File: config.mk
export PLATFORM = sky130hd
export DESIGN_NAME = usb_out_pingpong
export DESIGN_NICKNAME = d
export VERILOG_FILES = /design/src/rtl/usbob_pkg.sv /design/src/rtl/ob_rx_ctrl.sv /design/src/rtl/ob_rd_ctrl.sv /design/src/rtl/ob_slot.sv /design/src/rtl/usb_out_pingpong.sv
export SDC_FILE = /design/constraint.sdc
export NUM_CORES = 2
export LEC_CHECK = 0
export BUFFER_PORTS_ARGS = -buffer_cell sky130_fd_sc_hd__buf_2
export CAP_MARGIN = 20
export CELL_PAD_IN_SITES_DETAIL_PLACEMENT = 0
export CELL_PAD_IN_SITES_GLOBAL_PLACEMENT = 1
export CORE_MARGIN = 2
export CORE_UTILIZATION = 56
export CTS_BUF_LIST = sky130_fd_sc_hd__clkbuf_16
export DETAILED_ROUTE_END_ITERATION = 6
export HOLD_SLACK_MARGIN = 0.1
export PLACE_DENSITY = 0.75
export SKIP_CTS_REPAIR_TIMING = 1
export SYNTH_ARGS = -nofsm -noshare
export SYNTH_HDL_FRONTEND = slang
export SYNTH_SLANG_ARGS = --single-unit
File: constraint.sdc
create_clock -name clk -period 4.45 [get_ports clk]
set_input_delay 0 -clock clk [delete_from_list [all_inputs] [get_ports clk]]
set_output_delay 0 -clock clk [all_outputs]
set_load 0.02 [all_outputs]
File: src/rtl/usbob_pkg.sv
package usbob_pkg;
  localparam int unsigned NUM_SLOTS = 2;
  typedef logic slot_sel_t;
  typedef logic [NUM_SLOTS-1:0] slot_vec_t;
endpackage

File: src/rtl/ob_rx_ctrl.sv
module ob_rx_ctrl
  import usbob_pkg::*;
#(
  parameter int unsigned DEPTH = 256,
  parameter int unsigned AW    = $clog2(DEPTH),
  parameter int unsigned CW    = $clog2(DEPTH + 1)
) (
  input  logic          clk,
  input  logic          rst_n,
  input  logic          wr_en,
  input  logic          eop,
  input  slot_vec_t     slot_full,
  output logic          mem_we,
  output logic [AW-1:0] mem_addr,
  output slot_sel_t     fill_sel,
  output logic          commit,
  output logic [CW-1:0] commit_cnt,
  output logic          ovf
);
  slot_sel_t     sel_q, sel_d;
  logic [CW-1:0] cnt_q, cnt_d, cnt_inc;
  logic          ovf_q, ovf_d;
  logic          slot_open, room, drop, upd_en;

  always_comb begin
    slot_open = !slot_full[sel_q];
    room      = cnt_q < CW'(DEPTH);
    mem_we    = wr_en && slot_open && room;
    drop      = wr_en && slot_open && !room;
    cnt_inc   = cnt_q + CW'(mem_we);
    commit    = eop && slot_open && (cnt_inc != '0);
    upd_en    = mem_we || drop || commit;
    sel_d     = commit ? ~sel_q : sel_q;
    cnt_d     = commit ? '0 : cnt_inc;
    if (mem_we && (cnt_q == '0)) ovf_d = 1'b0;
    else if (drop)               ovf_d = 1'b1;
    else                         ovf_d = ovf_q;
  end

  always_ff @(posedge clk or negedge rst_n) begin
    if (!rst_n) begin
      sel_q <= 1'b0;
      cnt_q <= '0;
      ovf_q <= 1'b0;
    end else if (upd_en) begin
      sel_q <= sel_d;
      cnt_q <= cnt_d;
      ovf_q <= ovf_d;
    end
  end

  assign mem_addr   = cnt_q[AW-1:0];
  assign fill_sel   = sel_q;
  assign commit_cnt = cnt_inc;
  assign ovf        = ovf_q;
endmodule

File: src/rtl/ob_rd_ctrl.sv
module ob_rd_ctrl
  import usbob_pkg::*;
#(
  parameter int unsigned DEPTH = 256,
  parameter int unsigned AW    = $clog2(DEPTH),
  parameter int unsigned CW    = $clog2(DEPTH + 1)
) (
  input  logic                          clk,
  input  logic                          rst_n,
  input  logic                          rd_en,
  input  slot_vec_t                     slot_full,
  input  logic [NUM_SLOTS-1:0][CW-1:0]  slot_cnt,
  output slot_sel_t                     head_sel,
  output logic [AW-1:0]                 rd_addr,
  output logic                          head_full,
  output logic                          free,
  output logic [CW-1:0]                 head_left
);
  slot_sel_t     sel_q, sel_d;
  logic [CW-1:0] ptr_q, ptr_d, head_cnt;
  logic          do_rd, last;

  always_comb begin
    head_full = slot_full[sel_q];
    head_cnt  = slot_cnt[sel_q];
    do_rd     = rd_en && head_full;
    last      = (ptr_q + CW'(1)) == head_cnt;
    free      = do_rd && last;
    ptr_d     = last ? '0 : ptr_q + CW'(1);
    sel_d     = last ? ~sel_q : sel_q;
    head_left = head_full ? (head_cnt - ptr_q) : '0;
  end

  always_ff @(posedge clk or negedge rst_n) begin
    if (!rst_n) begin
      sel_q <= 1'b0;
      ptr_q <= '0;
    end else if (do_rd) begin
      sel_q <= sel_d;
      ptr_q <= ptr_d;
    end
  end

  assign head_sel = sel_q;
  assign rd_addr  = ptr_q[AW-1:0];
endmodule

File: src/rtl/ob_slot.sv
module ob_slot
  import usbob_pkg::*;
#(
  parameter int unsigned IDX   = 0,
  parameter int unsigned DEPTH = 256,
  parameter int unsigned DW    = 8,
  parameter int unsigned AW    = $clog2(DEPTH),
  parameter int unsigned CW    = $clog2(DEPTH + 1)
) (
  input  logic          clk,
  input  logic          rst_n,
  input  slot_sel_t     fill_sel,
  input  logic          mem_we,
  input  logic [AW-1:0] mem_addr,
  input  logic [DW-1:0] wr_data,
  input  logic          commit,
  input  logic [CW-1:0] commit_cnt,
  input  slot_sel_t     head_sel,
  input  logic          free,
  input  logic [AW-1:0] rd_addr,
  output logic          full,
  output logic [CW-1:0] cnt,
  output logic [DW-1:0] rdata
);
  localparam slot_sel_t MY_ID = slot_sel_t'(IDX);

  logic [DW-1:0] mem [DEPTH];
  logic          full_q, full_d;
  logic [CW-1:0] cnt_q, cnt_d;
  logic          fill_me, drain_me, upd_en;

  always_comb begin
    fill_me  = commit && (fill_sel == MY_ID);
    drain_me = free && (head_sel == MY_ID);
    upd_en   = fill_me || drain_me;
    full_d   = full_q;
    cnt_d    = cnt_q;
    if (fill_me) begin
      full_d = 1'b1;
      cnt_d  = commit_cnt;
    end else if (drain_me) begin
      full_d = 1'b0;
    end
  end

  always_ff @(posedge clk or negedge rst_n) begin
    if (!rst_n) begin
      full_q <= 1'b0;
      cnt_q  <= '0;
    end else if (upd_en) begin
      full_q <= full_d;
      cnt_q  <= cnt_d;
    end
  end

  always_ff @(posedge clk) begin
    if (mem_we && (fill_sel == MY_ID)) mem[mem_addr] <= wr_data;
  end

  assign full  = full_q;
  assign cnt   = cnt_q;
  assign rdata = mem[rd_addr];
endmodule

File: src/rtl/usb_out_pingpong.sv
module usb_out_pingpong
  import usbob_pkg::*;
#(
  parameter int unsigned DEPTH = 256,
  parameter int unsigned DW    = 8
) (
  input  logic                         clk,
  input  logic                         rst_n,
  input  logic                         rx_we,
  input  logic [DW-1:0]                rx_byte,
  input  logic                         rx_eop,
  input  logic                         rd_en,
  output logic [DW-1:0]                rd_data,
  output logic                         pkt_ready,
  output logic [$clog2(DEPTH+1)-1:0]   head_count,
  output logic                         nak,
  output logic                         irq,
  output logic                         dma_req,
  output logic                         rx_ovf
);
  localparam int unsigned AW = $clog2(DEPTH);
  localparam int unsigned CW = $clog2(DEPTH + 1);

  slot_vec_t                     slot_full;
  logic [NUM_SLOTS-1:0][CW-1:0]  slot_cnt;
  logic [NUM_SLOTS-1:0][DW-1:0]  slot_rdata;
  logic                          mem_we, commit, free, head_full;
  logic [AW-1:0]                 mem_addr, rd_addr;
  logic [CW-1:0]                 commit_cnt, head_left;
  slot_sel_t                     fill_sel, head_sel;
  logic                          irq_q, irq_d;

  ob_rx_ctrl #(.DEPTH(DEPTH), .AW(AW), .CW(CW)) u_rx (
    .clk        (clk),
    .rst_n      (rst_n),
    .wr_en      (rx_we),
    .eop        (rx_eop),
    .slot_full  (slot_full),
    .mem_we     (mem_we),
    .mem_addr   (mem_addr),
    .fill_sel   (fill_sel),
    .commit     (commit),
    .commit_cnt (commit_cnt),
    .ovf        (rx_ovf)
  );

  ob_rd_ctrl #(.DEPTH(DEPTH), .AW(AW), .CW(CW)) u_rd (
    .clk       (clk),
    .rst_n     (rst_n),
    .rd_en     (rd_en),
    .slot_full (slot_full),
    .slot_cnt  (slot_cnt),
    .head_sel  (head_sel),
    .rd_addr   (rd_addr),
    .head_full (head_full),
    .free      (free),
    .head_left (head_left)
  );

  for (genvar g = 0; g < NUM_SLOTS; g++) begin : g_slot
    ob_slot #(.IDX(g), .DEPTH(DEPTH), .DW(DW), .AW(AW), .CW(CW)) u_slot (
      .clk        (clk),
      .rst_n      (rst_n),
      .fill_sel   (fill_sel),
      .mem_we     (mem_we),
      .mem_addr   (mem_addr),
      .wr_data    (rx_byte),
      .commit     (commit),
      .commit_cnt (commit_cnt),
      .head_sel   (head_sel),
      .free       (free),
      .rd_addr    (rd_addr),
      .full       (slot_full[g]),
      .cnt        (slot_cnt[g]),
      .rdata      (slot_rdata[g])
    );
  end

  always_comb irq_d = commit;

  always_ff @(posedge clk or negedge rst_n) begin
    if (!rst_n) irq_q <= 1'b0;
    else        irq_q <= irq_d;
  end

  assign rd_data    = head_full ? slot_rdata[head_sel] : '0;
  assign pkt_ready  = head_full;
  assign dma_req    = head_full;
  assign head_count = head_left;
  assign nak        = &slot_full;
  assign irq        = irq_q;
endmodule

[After elaboration in Yosys (flattened, before gate mapping)]
Memories as Yosys holds them, arrays and structs flattened.
Cells that the tools add are included.
Word-level totals
  output and inout port bits: 22
  word-level logic and storage cells: 76
  memories: 2
  ROM bits: 0
  bits in latches: 0
  bits in writable memories: 4096
  flip-flop bits (word level): 42
Memory list
  g_slot[0].u_slot.mem: words 256, bits a word 8, rd ports 1, clocked after memory_dff 0, wr ports 1, line ob_slot.sv:27  | logic [DW-1:0] mem [DEPTH];
  g_slot[1].u_slot.mem: words 256, bits a word 8, rd ports 1, clocked after memory_dff 0, wr ports 1, line ob_slot.sv:27
Cells by class
  add/sub/neg operators: 3
  multiplexer cells: 22
  reductions and logical operators: 33
  $mul: 0
  magnitude comparators: 3
  shift operators: 0
  div/mod/pow operators: 0
  bitwise logic cells: 2
  equal/unequal tests: 1
Operator list (count)
  $mux 9: 5
  $mux 8: 3
  $reduce_and 2->1: 8
  $logic_and 1x1->1: 14
  $mux 1: 14
  $add 9x1->9: 1
  $add 9x1->9 const B: 1
  $eq 9x9->1: 1
  $logic_not 9->1: 1
  $lt 9x9->1 const B: 1
  $reduce_bool 9->1: 1
  $sub 9x9->9: 1
  $reduce_bool 2->1: 3
  $logic_or 1x1->1: 4
  $lt 1x2->1 const B: 2
  $logic_not 1->1: 2
  $not 1->1: 2

[Depth between registers and ports, before layout]
  depth after elaboration: 11
  depth in mapped cells: 15

[By module]
Synthesis repeated with hierarchy kept, for this count alone.
Second synthesis, totals
  cell total of the unflattened synthesis: 7807
  area, all modules: 161615.0 um^2
By module, submodules not included
  ob_slot at g_slot[0].u_slot: times used 1, area each 79635.1 um^2, sequential area each 61749.2 um^2, cells each 3772
  ob_slot at g_slot[1].u_slot: times used 1, area each 79625.1 um^2, sequential area each 61749.2 um^2, cells each 3772
  ob_rd_ctrl: times used 1, area each 1316.3 um^2, sequential area each 250.2 um^2, cells each 146
  ob_rx_ctrl: times used 1, area each 858.3 um^2, sequential area each 275.3 um^2, cells each 97
  usb_out_pingpong: times used 1, area each 180.2 um^2, sequential area each 25.0 um^2, cells each 20

[Worst setup path before layout]
Ideal clock, no wire load.
  kind: flip-flop to flip-flop
  from: register u_rx.sel_q (netlist: u_rx.fill_sel)
  to: register g_slot[0].u_slot.cnt_q[0]
  cell stages (with the launch flop): 15
  required time: 4322 ps
  path slack: 1217 ps
  arrival: 3105 ps
  setup time: 128 ps
  cell sequence: dfrtp_1 > mux2i_1 > nand2_1 > clkbuf_1 > nor2_1 > ha_1 > ha_1 > nand3_1 > nor2b_1 > xnor2_1 > or3_1 > o31ai_1 > or3_1 > buf_2 > mux2_1
On the way
  longest elaborated chain between the ends: 11
  elaborated cells on any way between the ends: 13
  those cells by class: add/sub (1); mux (2); bitwise (1); reduce/logical (9)
RTL lines
  start, declared: line ob_rx_ctrl.sv:20  | slot_sel_t sel_q, sel_d;
  start signal, assigned: line ob_rx_ctrl.sv:46  | sel_q <= sel_d;
  $mux 1 (implied by the code) (2 in series): line ob_rx_ctrl.sv:26  | slot_open = !slot_full[sel_q];
  $logic_not 1->1: line ob_rx_ctrl.sv:26
  $logic_and 1x1->1 (2 in series): line ob_rx_ctrl.sv:28  | mem_we = wr_en && slot_open && room;
  $add 9x1->9: line ob_rx_ctrl.sv:30  | cnt_inc = cnt_q + CW'(mem_we);
  $reduce_bool 9->1: line ob_rx_ctrl.sv:31  | commit = eop && slot_open && (cnt_inc != '0);
  $logic_and 1x1->1: line ob_rx_ctrl.sv:31
  $logic_and 1x1->1: line ob_slot.sv:33  | fill_me = commit && (fill_sel == MY_ID);
  $logic_or 1x1->1: line ob_slot.sv:35  | upd_en = fill_me || drain_me;
  $reduce_and 2->1 (no source line)
  end signal, assigned: line ob_slot.sv:52  | cnt_q <= cnt_d;
  end, declared: line ob_slot.sv:29  | logic [CW-1:0] cnt_q, cnt_d;
Several ways; a longest one is shown, not always the timed one. The select of a mux whose other input is x is not followed.
A chain may end at the register's enable or synchronous reset.

[Worst setup path in the final report]
  from: register u_rd.ptr_q[0]
  to: output rd_data[1]
On the way
  longest elaborated chain between the ends: 4
  elaborated cells on any way between the ends: 5
  those cells by class: mux (3); memory (2)
RTL lines
  start, declared: line ob_rd_ctrl.sv:20  | logic [CW-1:0] ptr_q, ptr_d, head_cnt;
  start signal, assigned: line ob_rd_ctrl.sv:40  | ptr_q <= ptr_d;
  $mem_v2 256x8
  $mux 8 (implied by the code) * (2 in series): line usb_out_pingpong.sv:86  | assign rd_data = head_full ? slot_rdata[head_sel] : '0;
  $mux 8 *: line usb_out_pingpong.sv:86
  end, declared: line usb_out_pingpong.sv:13  | output logic [DW-1:0] rd_data,
Mark *: on every way between the ends. The rest lies on a longest branch, timed or not. The select of a mux whose other input is x is not followed.

==> flow_summary_export.csv <==
group,metric,value,unit
place,postPlaceCellArea,0.1689,mm²
min_path,holdPathStages,5,
layout,utilization,0.6422,
layout,seq_area,0.1241,mm²
layout,final_cell_mix,"edfxtp_1 (4096), mux4_2 (981), nor2_1 (683), buf_4 (433), clkbuf_16 (427)",
critical_path,crit_chain,"buf_12 > buf_16 > buf_12 > buf_16 > buf_12 > mux4_2 > mux4_2 > mux2i_1 > buf_4 > o211ai_1 > nand3_1 > buf_6 > a32oi_1 > buf_4 > buf_6",
sta,drv_slew,0,
route,first_iter_violations,11050,
sta,worst_pin_slew,1.179,ns
die,start_util,0.5628,
layout,fin_area,0.1849,mm²
power_and_ir_drop,p_per_area,579.8,mW/mm²
flow_run,cap_violations,0,
min_path,hold_path_end,"u_rx.cnt_q[1]",
critical_path,cp_slowest_cell,"dfrtp_4",
critical_path,startpoint_type,"flip-flop",
status,outcome,"complete, but fails checks",
critical_path,path_max_fanout,6,
global_routing,grt_pass1_vias,79980,
global_routing,grt_pass1_wl,581200,µm
critical_path,crit_family,"buffers and inverters",
synth,yosysSeqAreaShare,0.7656,
place,dp_hpwl,246300,µm
synth,synth_edf_count,4096,
synth,synthCells,7638,
synth,synth_flop_cell,"edfxtp_1",
die,coreArea,0.2879,mm²
route,num_vias,80720,
critical_path,cp.arrival,4.54,ns
synth,synth_top_area_cell,"edfxtp_1",
synth,syn_area_per_cell,21.21,µm²
route,ant_nets,0,
power_and_ir_drop,ir_drop,0.3887,mV
clock_tree,h-tree-depth,5,
clock_tree,worstSkewPairLatency,1.00,ns
critical_path,cp.required,4.45,ns
sta,max-slew-margin-rel,0.2119,
die,io_pins,35,
min_path,hold_path.startpoint,"rx_we",
die,die_x,541.9,µm
sta,finalCritPeriodShare,1.021,
place,pre_cts_ws,-0.1175,ns
critical_path,ff2ff_path_depth,13,
layout,final_common_cell,"edfxtp_1",
global_routing,grt_antenna_before_repair,12,
critical_path,r2r_start,"u_rx.fill_sel",
synth,synthTopCellsByArea,"edfxtp_1 (76%), mux4_2 (14%), mux2i_1 (2.1%), nor2_1 (1.6%), dfrtp_1 (0.65%)",
clock_tree,cts_buffers,408,
synth,async_flop_share,0.01015,
sta,finalCriticalPeriod,4.542,ns
clock_tree,cts_root_buf,"clkbuf_16",
critical_path,reg2reg_slack,0.48,ns
sta,setup_slack,-0.09190,ns
sta,clock_skew,0.07414,ns
synth,syn_area,0.1620,mm²
layout,area_growth,14.11,%
route,route.detailed.drc,0,
synth,synth_nets,7663,
clock_tree,clock_path_buffers,4,
clock_tree,cts_tree,"yes",
route,drt_pass1_iterations,5,
layout,instances_no_fill,12340,
sta,fmax,220.2,MHz
route,wl,410900,µm
critical_path,critPathCaptureType,"output port",
layout,nFillCells,18990,
critical_path,path_class,"reg2out",
die,die-area,0.2937,mm²
sta,fin_tns_setup,-0.4619,ns
critical_path,r2r-end,"g_slot[1].u_slot.cnt[0]",
place,place_congestion,0.8376,
layout,drive_gt1_frac,0.2760,
route,detail_route.wl_per_cell,33.30,µm
sta,finalHoldViolations,0,
route,drt-vias-per-instance,6.542,
clock_tree,cts_num_sinks,4138,
sta,fin_hold_ws,0.1289,ns
sta,setup_viol,7,
layout,fin_nets,8237,
place,dpl.cell_count,11470,
synth,ys_warn_count,0,
critical_path,crit_buf_inv,9,
global_routing,grt_max_degree,168,
power_and_ir_drop,total_power,107.2,mW
synth,synth.top_cell.area_share,0.7591,
status,violations,"setup timing",
sta,rsz0062_at_grt,"yes",
synth,ys_types,66,
global_routing,grt_usage,0.2764,
global_routing,grt_overflow,0,
layout,multiInputGateArea,0.03565,mm²
power_and_ir_drop,leakagePower,58.88,nW
critical_path,critPathMaxStageDelay,0.51,ns
clock_tree,clkTransAtPathRegs,0.06,ns
die,rows,197,
min_path,min-delay-path-class,"in2reg",
place,portBuffers,34,
critical_path,crit_path_frequent_cell,"buf_12",
die,die_y,541.9,µm
synth,yosys_register_bits,4138,
-- sequential cells by signal (all words and copies together) (netlist names) --
signal and count:
u_rx.cnt_q 9, g_slot.u_slot.cnt 18, u_rd.head_sel 1, u_rx.ovf 1, u_rd.ptr_q 9, g_slot.u_slot.mem 4096
g_slot.u_slot.full 2, irq 1, u_rx.fill_sel 1
-- area by class of cell --
| class | count | area share |
|---|---|---|
| Clock inverter | 337 | 0.01691 |
| Timing Repair Buffer | 636 | 0.03725 |
| Clock buffer | 412 | 0.05576 |
| Sequential cell | 4138 | 0.6711 |
| Tap cell | 3781 | 0.02559 |
| Antenna cell | 7 | 0.00009474 |
| Inverter | 22 | 0.0005346 |
| Multi-Input combinational cell | 3006 | 0.1928 |
-- Yosys cell counts (12+ instances only) --
cell and instances:
edfxtp_1 4096, mux4_2 981, nor2_1 692, mux2i_1 345, clkbuf_1 187, nand2_1 136, buf_2 127, a21oi_1 106
a22oi_1 102, a221oi_1 78, o21ai_0 60, a211oi_1 58, buf_6 46, o22ai_1 43, dfrtp_1 42, nand3_1 41
buf_4 36, nor2b_1 31, nor3_1 31, and2_1 28, buf_8 28, buf_12 26, buf_1 23, a221o_1 20
xnor2_1 20, o221ai_1 19, inv_1 17, mux2_2 16, a31oi_1 14, nor4_1 13, o21ai_1 13, o211ai_1 12
-- tightest hold or removal path, stage by stage --
cell           delay [ns]
dlygate4sd3_1        0.54
buf_2                0.15
and2_1               0.21
nand2_1              0.10
a21oi_1              0.06
-- metal layers --
| layer | global-route usage | part of all wire | vias up |
|---|---|---|---|
| li1 | - | - | 32970 |
| met1 | 0.3929 | 0.39 | 43000 |
| met2 | 0.4358 | 0.49 | 4113 |
| met3 | 0.05375 | 0.095 | 641 |
| met4 | 0.09281 | 0.031 | 2 |
| met5 | 0 | 0.000027 | - |
-- power breakdown --
group / switching, mW / internal, mW / leakage (nW)
clock network: 14.8 / 19.6 / 6.84
registers: 0.177 / 43.0 / 37.4
logic: 16.1 / 13.5 / 14.7
-- how the worst max path moves through the flow --
stage / from / endpoint / cells after the start
floorplan: u_rx.fill_sel / g_slot[0].u_slot.cnt[0] / 14
global route: u_rd.ptr_q[0] / rd_data[1] / 15
CTS: u_rd.ptr_q[0] / rd_data[0] / 13
detailed placement: u_rd.ptr_q[0] / rd_data[0] / 13
finish: u_rd.ptr_q[0] / rd_data[1] / 15
global placement: u_rd.ptr_q[0] / rd_data[6] / 11
-- cells by family after synthesis --
family / count (synthesis) / share of synthesized area
multiplexers: 1351 / 0.1594
adder cells (fa/ha/maj): 12 / 0.0009730
flip-flops: 4138 / 0.7656
AND/OR/NAND/NOR: 1006 / 0.02556
AO/OA/AOI/OAI: 606 / 0.02676
buffers and inverters: 495 / 0.01997
XOR/XNOR: 30 / 0.001707
No activity file was read; power rests on OpenSTA's default activity.
